==> config.mk <==
export PLATFORM = sky130hd
export DESIGN_NAME = iter_ha_adder
export DESIGN_NICKNAME = d
export VERILOG_FILES = /design/src/rtl/iter_add_pkg.sv /design/src/rtl/ha_mux_cell.sv /design/src/rtl/carry_idle_det.sv /design/src/rtl/iter_seq.sv /design/src/rtl/iter_ha_adder.sv
export SDC_FILE = /design/constraint.sdc
export NUM_CORES = 1
export LEC_CHECK = 0
export ABC_AREA = 1
export BUFFER_PORTS_ARGS = -buffer_cell sky130_fd_sc_hd__buf_2
export CAP_MARGIN = 30
export CORE_MARGIN = 8
export CORE_UTILIZATION = 60
export CTS_BUF_LIST = sky130_fd_sc_hd__clkbuf_8
export DETAILED_ROUTE_END_ITERATION = 8
export GPL_TIMING_DRIVEN = 0
export HOLD_SLACK_MARGIN = 0.02
export PLACE_DENSITY_LB_ADDON = 0.12
export RECOVER_POWER = 25
export SLEW_MARGIN = 40
export SYNTH_ARGS = -nofsm -noshare
export SYNTH_HDL_FRONTEND = slang
export SYNTH_HIERARCHICAL = 1
export SYNTH_SLANG_ARGS = --single-unit
==> constraint.sdc <==
create_clock -name clk -period 5.6 [get_ports clk]
set_clock_uncertainty 0.1 [all_clocks]
set_input_delay 0.28 -clock clk [delete_from_list [all_inputs] [get_ports clk]]
set_output_delay 0.28 -clock clk [all_outputs]
set_load 0.01 [all_outputs]
==> src/rtl/iter_add_pkg.sv <==
package iter_add_pkg;

  // half-adder evaluation: returns {carry, sum}
  function automatic logic [1:0] ha_eval(input logic x, input logic y);
    return {x & y, x ^ y};
  endfunction

  // count of edges an operation may take for a given width
  function automatic int unsigned max_steps(input int unsigned w);
    return w;
  endfunction

endpackage

==> src/rtl/ha_mux_cell.sv <==
module ha_mux_cell
  import iter_add_pkg::*;
(
  input  logic sel,       // 0: operand bits, 1: fed-back state
  input  logic ext_a,
  input  logic ext_b,
  input  logic fb_sum,
  input  logic fb_carry,
  output logic s_nxt,
  output logic c_nxt
);
  logic x, y;
  logic [1:0] r;

  always_comb begin
    x = sel ? fb_sum   : ext_a;
    y = sel ? fb_carry : ext_b;
    r = ha_eval(x, y);
    s_nxt = r[0];
    c_nxt = r[1];
  end
endmodule

==> src/rtl/carry_idle_det.sv <==
module carry_idle_det #(
  parameter int N = 31
) (
  input  logic [N-1:0] carries,
  input  logic         sel,
  output logic         all_clear,
  output logic         term
);
  always_comb begin
    all_clear = ~|carries;
    term      = all_clear & sel;  // gated so operand selection never completes
  end
endmodule

==> src/rtl/iter_seq.sv <==
module iter_seq (
  input  logic clk,
  input  logic rst_n,
  input  logic start,
  input  logic term,
  output logic busy,
  output logic load,
  output logic step
);
  logic busy_q;

  assign busy = busy_q;
  assign load = start & ~busy_q;
  assign step = busy_q & ~term;

  always_ff @(posedge clk or negedge rst_n) begin
    if (!rst_n)    busy_q <= 1'b0;
    else if (load) busy_q <= 1'b1;
    else if (term) busy_q <= 1'b0;
  end

  // completion ends the operation on the next edge
  p_term_ends_r3: assert property (@(posedge clk) disable iff (!rst_n)
    term |=> !busy_q);
endmodule

==> src/rtl/iter_ha_adder.sv <==
module iter_ha_adder
  import iter_add_pkg::*;
#(
  parameter int WIDTH = 32
) (
  input  logic             clk,
  input  logic             rst_n,
  input  logic             start,
  input  logic [WIDTH-1:0] opa,
  input  logic [WIDTH-1:0] opb,
  output logic [WIDTH-1:0] sum,
  output logic             cout,
  output logic             done
);
  localparam int NC = WIDTH - 1;             // internal carries C1..C(W-1)
  localparam int CW = $clog2(WIDTH + 2);

  logic [WIDTH-1:0] sum_q;
  logic [NC-1:0]    carry_q;                 // carry_q[i-1] = carry into bit i
  logic             cout_q;
  logic [WIDTH-1:0] s_nxt, c_nxt;
  logic [WIDTH-1:0] cin_vec;
  logic             busy, load, step, term, all_clear;
  logic [CW-1:0]    iter_cnt;

  assign cin_vec = {carry_q, 1'b0};

  for (genvar i = 0; i < WIDTH; i++) begin : g_bit
    ha_mux_cell u_cell (
      .sel     (busy),
      .ext_a   (opa[i]),
      .ext_b   (opb[i]),
      .fb_sum  (sum_q[i]),
      .fb_carry(cin_vec[i]),
      .s_nxt   (s_nxt[i]),
      .c_nxt   (c_nxt[i])
    );
  end

  carry_idle_det #(.N(NC)) u_det (
    .carries  (carry_q),
    .sel      (busy),
    .all_clear(all_clear),
    .term     (term)
  );

  iter_seq u_seq (
    .clk  (clk),
    .rst_n(rst_n),
    .start(start),
    .term (term),
    .busy (busy),
    .load (load),
    .step (step)
  );

  always_ff @(posedge clk or negedge rst_n) begin
    if (!rst_n) begin
      sum_q    <= '0;
      carry_q  <= '0;
      cout_q   <= 1'b0;
      iter_cnt <= '0;
    end else if (load) begin
      sum_q    <= s_nxt;
      carry_q  <= c_nxt[NC-1:0];
      cout_q   <= c_nxt[WIDTH-1];
      iter_cnt <= CW'(1);
    end else if (step) begin
      sum_q    <= s_nxt;
      carry_q  <= c_nxt[NC-1:0];
      cout_q   <= cout_q | c_nxt[WIDTH-1];   // sticky, leaves the recursion
      iter_cnt <= iter_cnt + CW'(1);
    end
  end

  assign sum  = sum_q;
  assign cout = cout_q;
  assign done = term;

  // completion is a single-cycle pulse
  p_done_pulse_r3: assert property (@(posedge clk) disable iff (!rst_n)
    done |=> !done);

  // the recursion never runs past WIDTH steps
  p_step_bound_r5: assert property (@(posedge clk) disable iff (!rst_n)
    busy |-> (iter_cnt <= CW'(max_steps(WIDTH))));

  // no bit ever holds sum=1 together with carry-out=1
  p_cell_excl_r2: assert property (@(posedge clk) disable iff (!rst_n)
    busy |-> ((sum_q[NC-1:0] & carry_q) == NC'(0)));

  // a captured top carry is never lost during the recursion
  p_cout_sticky_r2: assert property (@(posedge clk) disable iff (!rst_n)
    (busy && cout_q && !all_clear) |=> cout_q);

  // results hold while idle and no start arrives
  p_hold_idle_r7: assert property (@(posedge clk) disable iff (!rst_n)
    (!busy && !start) |=> ($stable(sum) && $stable(cout)));

  // a start seen while busy does not restart the step count
  p_busy_start_r6: assert property (@(posedge clk) disable iff (!rst_n)
    (busy && start && !term) |=> (iter_cnt == $past(iter_cnt) + CW'(1)));
endmodule

==> impl_results.md <==
* Status: finished, violations left
* Failing checks: max-capacitance violations, max-slew violations
* Cell area after synthesis at approximately 4000 sq um
* WL final at 10,200 um
* Final Core Density at approximately 76%
* Post-DP HPWL at between 7000 and 8000 um
* RSZ-0062 raised after global routing: no
* CP Capture Point: carry_q[29]
* Placed cell area at about 4600 sq um
* Die extent in y at between 90 and 100 um
* Final period utilization at between 40% and 50%
* Worst Path Arrival at approximately 2.7 ns
* Initial DRC count at about 190
* FF-to-FF Start: u_seq/busy
* Mapped Cells at between 500 and 600
* Clk sinks at between 60 and 70
* Htree depth at 3
* Place WS at 3.10 ns
* WS Path Type: flop to flop
* CP Max Fanout at 53
* Worst-skew pair later-pin latency at between 0.3 and 0.4 ns
* Initial antenna violation count at 0
* Crit end category: flop
* Worst Setup SP: u_seq/busy
* WL/cell at roughly 13 um
* Global route overflow at 0
* Share of layout cells above drive strength 1 at around a fifth
* Hold path startpoint: start
* Design area at between 4000 and 5000 sq um
* Register area at 1630 sq um
* Final critical-path required period at 2.48 ns
* Die area at between 9000 and 10,000 sq um
* Setup_tns at 0 ns
* R2R setup slack at slightly above 3 ns
* Clock Tree Buf Depth at 2
* Area of the multi-input gates at approximately 2100 sq um
* Fin. max-slew vios at 29
* Drt first pass iters at 4
* Total Nets Final at 788
* Max cap viols at 1
* Total CTS buffers at 9
* Final Hold Fails at 0
* Max-slew headroom at -10.8%
* Power per Cell Area at 674 nW/um^2
* Core Rows at 29
* Area delta synth->final at 21.5%
* CTS tree: done
* Average size of a mapped cell at between 6 and 7 sq um
* Ports at around 100
* Depth of the worst register-to-register path at 11
* Starting Density at a little over three fifths
* Peak supply drop at about 0.49 mV
* DRC Markers at 0
* Port buffer count at 100
* Most frequent cells in the layout: nand2_1, buf_2, dfrtp_1
* Number of global-route vias before repair at approximately 4,000
* Worst hold path class: primary input to flop
* Die Wd at roughly 98 um
* Final setup fails at 0
* LEAKAGE at about 3.2 nW
* # fillers at around 500
* GPL Wtd Cong at 0.813
* First-pass GRT wire length at approximately 18,000 um
* CTS clk-pin slew, worst paths at ~0.060 ns
* Core area at between 6000 and 7000 sq um
* Max Fclk at slightly above 0.4 GHz
* # diodes at 0
* Worst-margin pin slew at 1.66 ns
* Yosys warning count at 6
* Syn Nets at ~670
* Worst EP required at about 5.8 ns
* CP startpoint kind: flop
* # resized after CTS at 0
* Final Worst Setup Slack at approximately 3.1 ns
* Leading cell type in the layout, fill and taps excluded: nand2_1
* Routed via count at 3,943
* Global-route usage over all layers at about 22%
* Vias per inst at 5.12
* Detail Route Antenna Nets at 0
* Largest net degree at the start of global routing at 54
* Reg-to-Reg End: carry_q[29]
* Root cell of the clock tree: clkbuf_8
==> worst min-delay path by stage <==
stage                 endpoint  cells after the start
finish              u_seq/busy                      3
global route        u_seq/busy                      3
CTS                 u_seq/busy                      3
detailed placement     sum[22]                      1
global placement       sum[23]                      2
floorplan           carry_q[0]                      0
==> cell type report <==
type | instances | share of cell area (%)
Clock buffer | 10 | 2.83
Timing Repair Buffer | 103 | 11.3
Inverter | 39 | 3.01
Sequential cell | 65 | 33.5
Clock inverter | 5 | 1.49
Buffer | 20 | 3.06
Multi-Input combinational cell | 451 | 42.8
Tap cell | 77 | 1.98
==> flip-flops by register name (all words and copies together), names as in the netlist <==
| register | count |
|---|---|
| cout | 1 |
| sum | 32 |
| carry_q | 31 |
| u_seq/busy | 1 |
==> layer usage <==
| layer | track usage (%) | up-vias | routed length [um] |
|---|---|---|---|
| li1 | - | 2004 | - |
| met1 | 26.8 | 1798 | 4430 |
| met2 | 35.6 | 120 | 4880 |
| met3 | 5.48 | 21 | 671 |
| met4 | 9.44 | 0 | 206 |
| met5 | 0 | - | 0 |
==> power by group <==
group	internal, W	switching (W)	total (W)
clock network	0.000257	0.000174	0.000430
logic	0.000696	0.00121	0.00191
registers	0.000725	0.000217	0.000943
total	0.00168	0.00160	0.00328
==> worst max-delay path, cell delays in order, from the launching register on <==
cell     delay (ns)
dfrtp_4        0.74
buf_12         0.29
inv_1          0.08
nor3_2         0.21
inv_1          0.07
nand2_1        0.09
inv_1          0.07
buf_6          0.15
nor2_8         0.17
buf_2          0.29
nand2_1        0.08
nand2_1        0.08
==> through the flow <==
step	power, W	hold WS (ns)	std cells
2_1_floorplan	0.00225	-0.116	575
3_3_place_gp	0.00278	0.381	752
3_5_place_dp	0.00286	0.0702	754
4_1_cts	0.00330	0.0659	770
5_1_grt	0.00365	0.0849	770
6_report	0.00328	0.0857	770
==> repair_timing <==
item	4_1_cts	5_1_grt
hold buffers	1	0
setup buffers	0	0
endpoints found under the hold margin	28	0
Power figures use the tool's default switching activity.
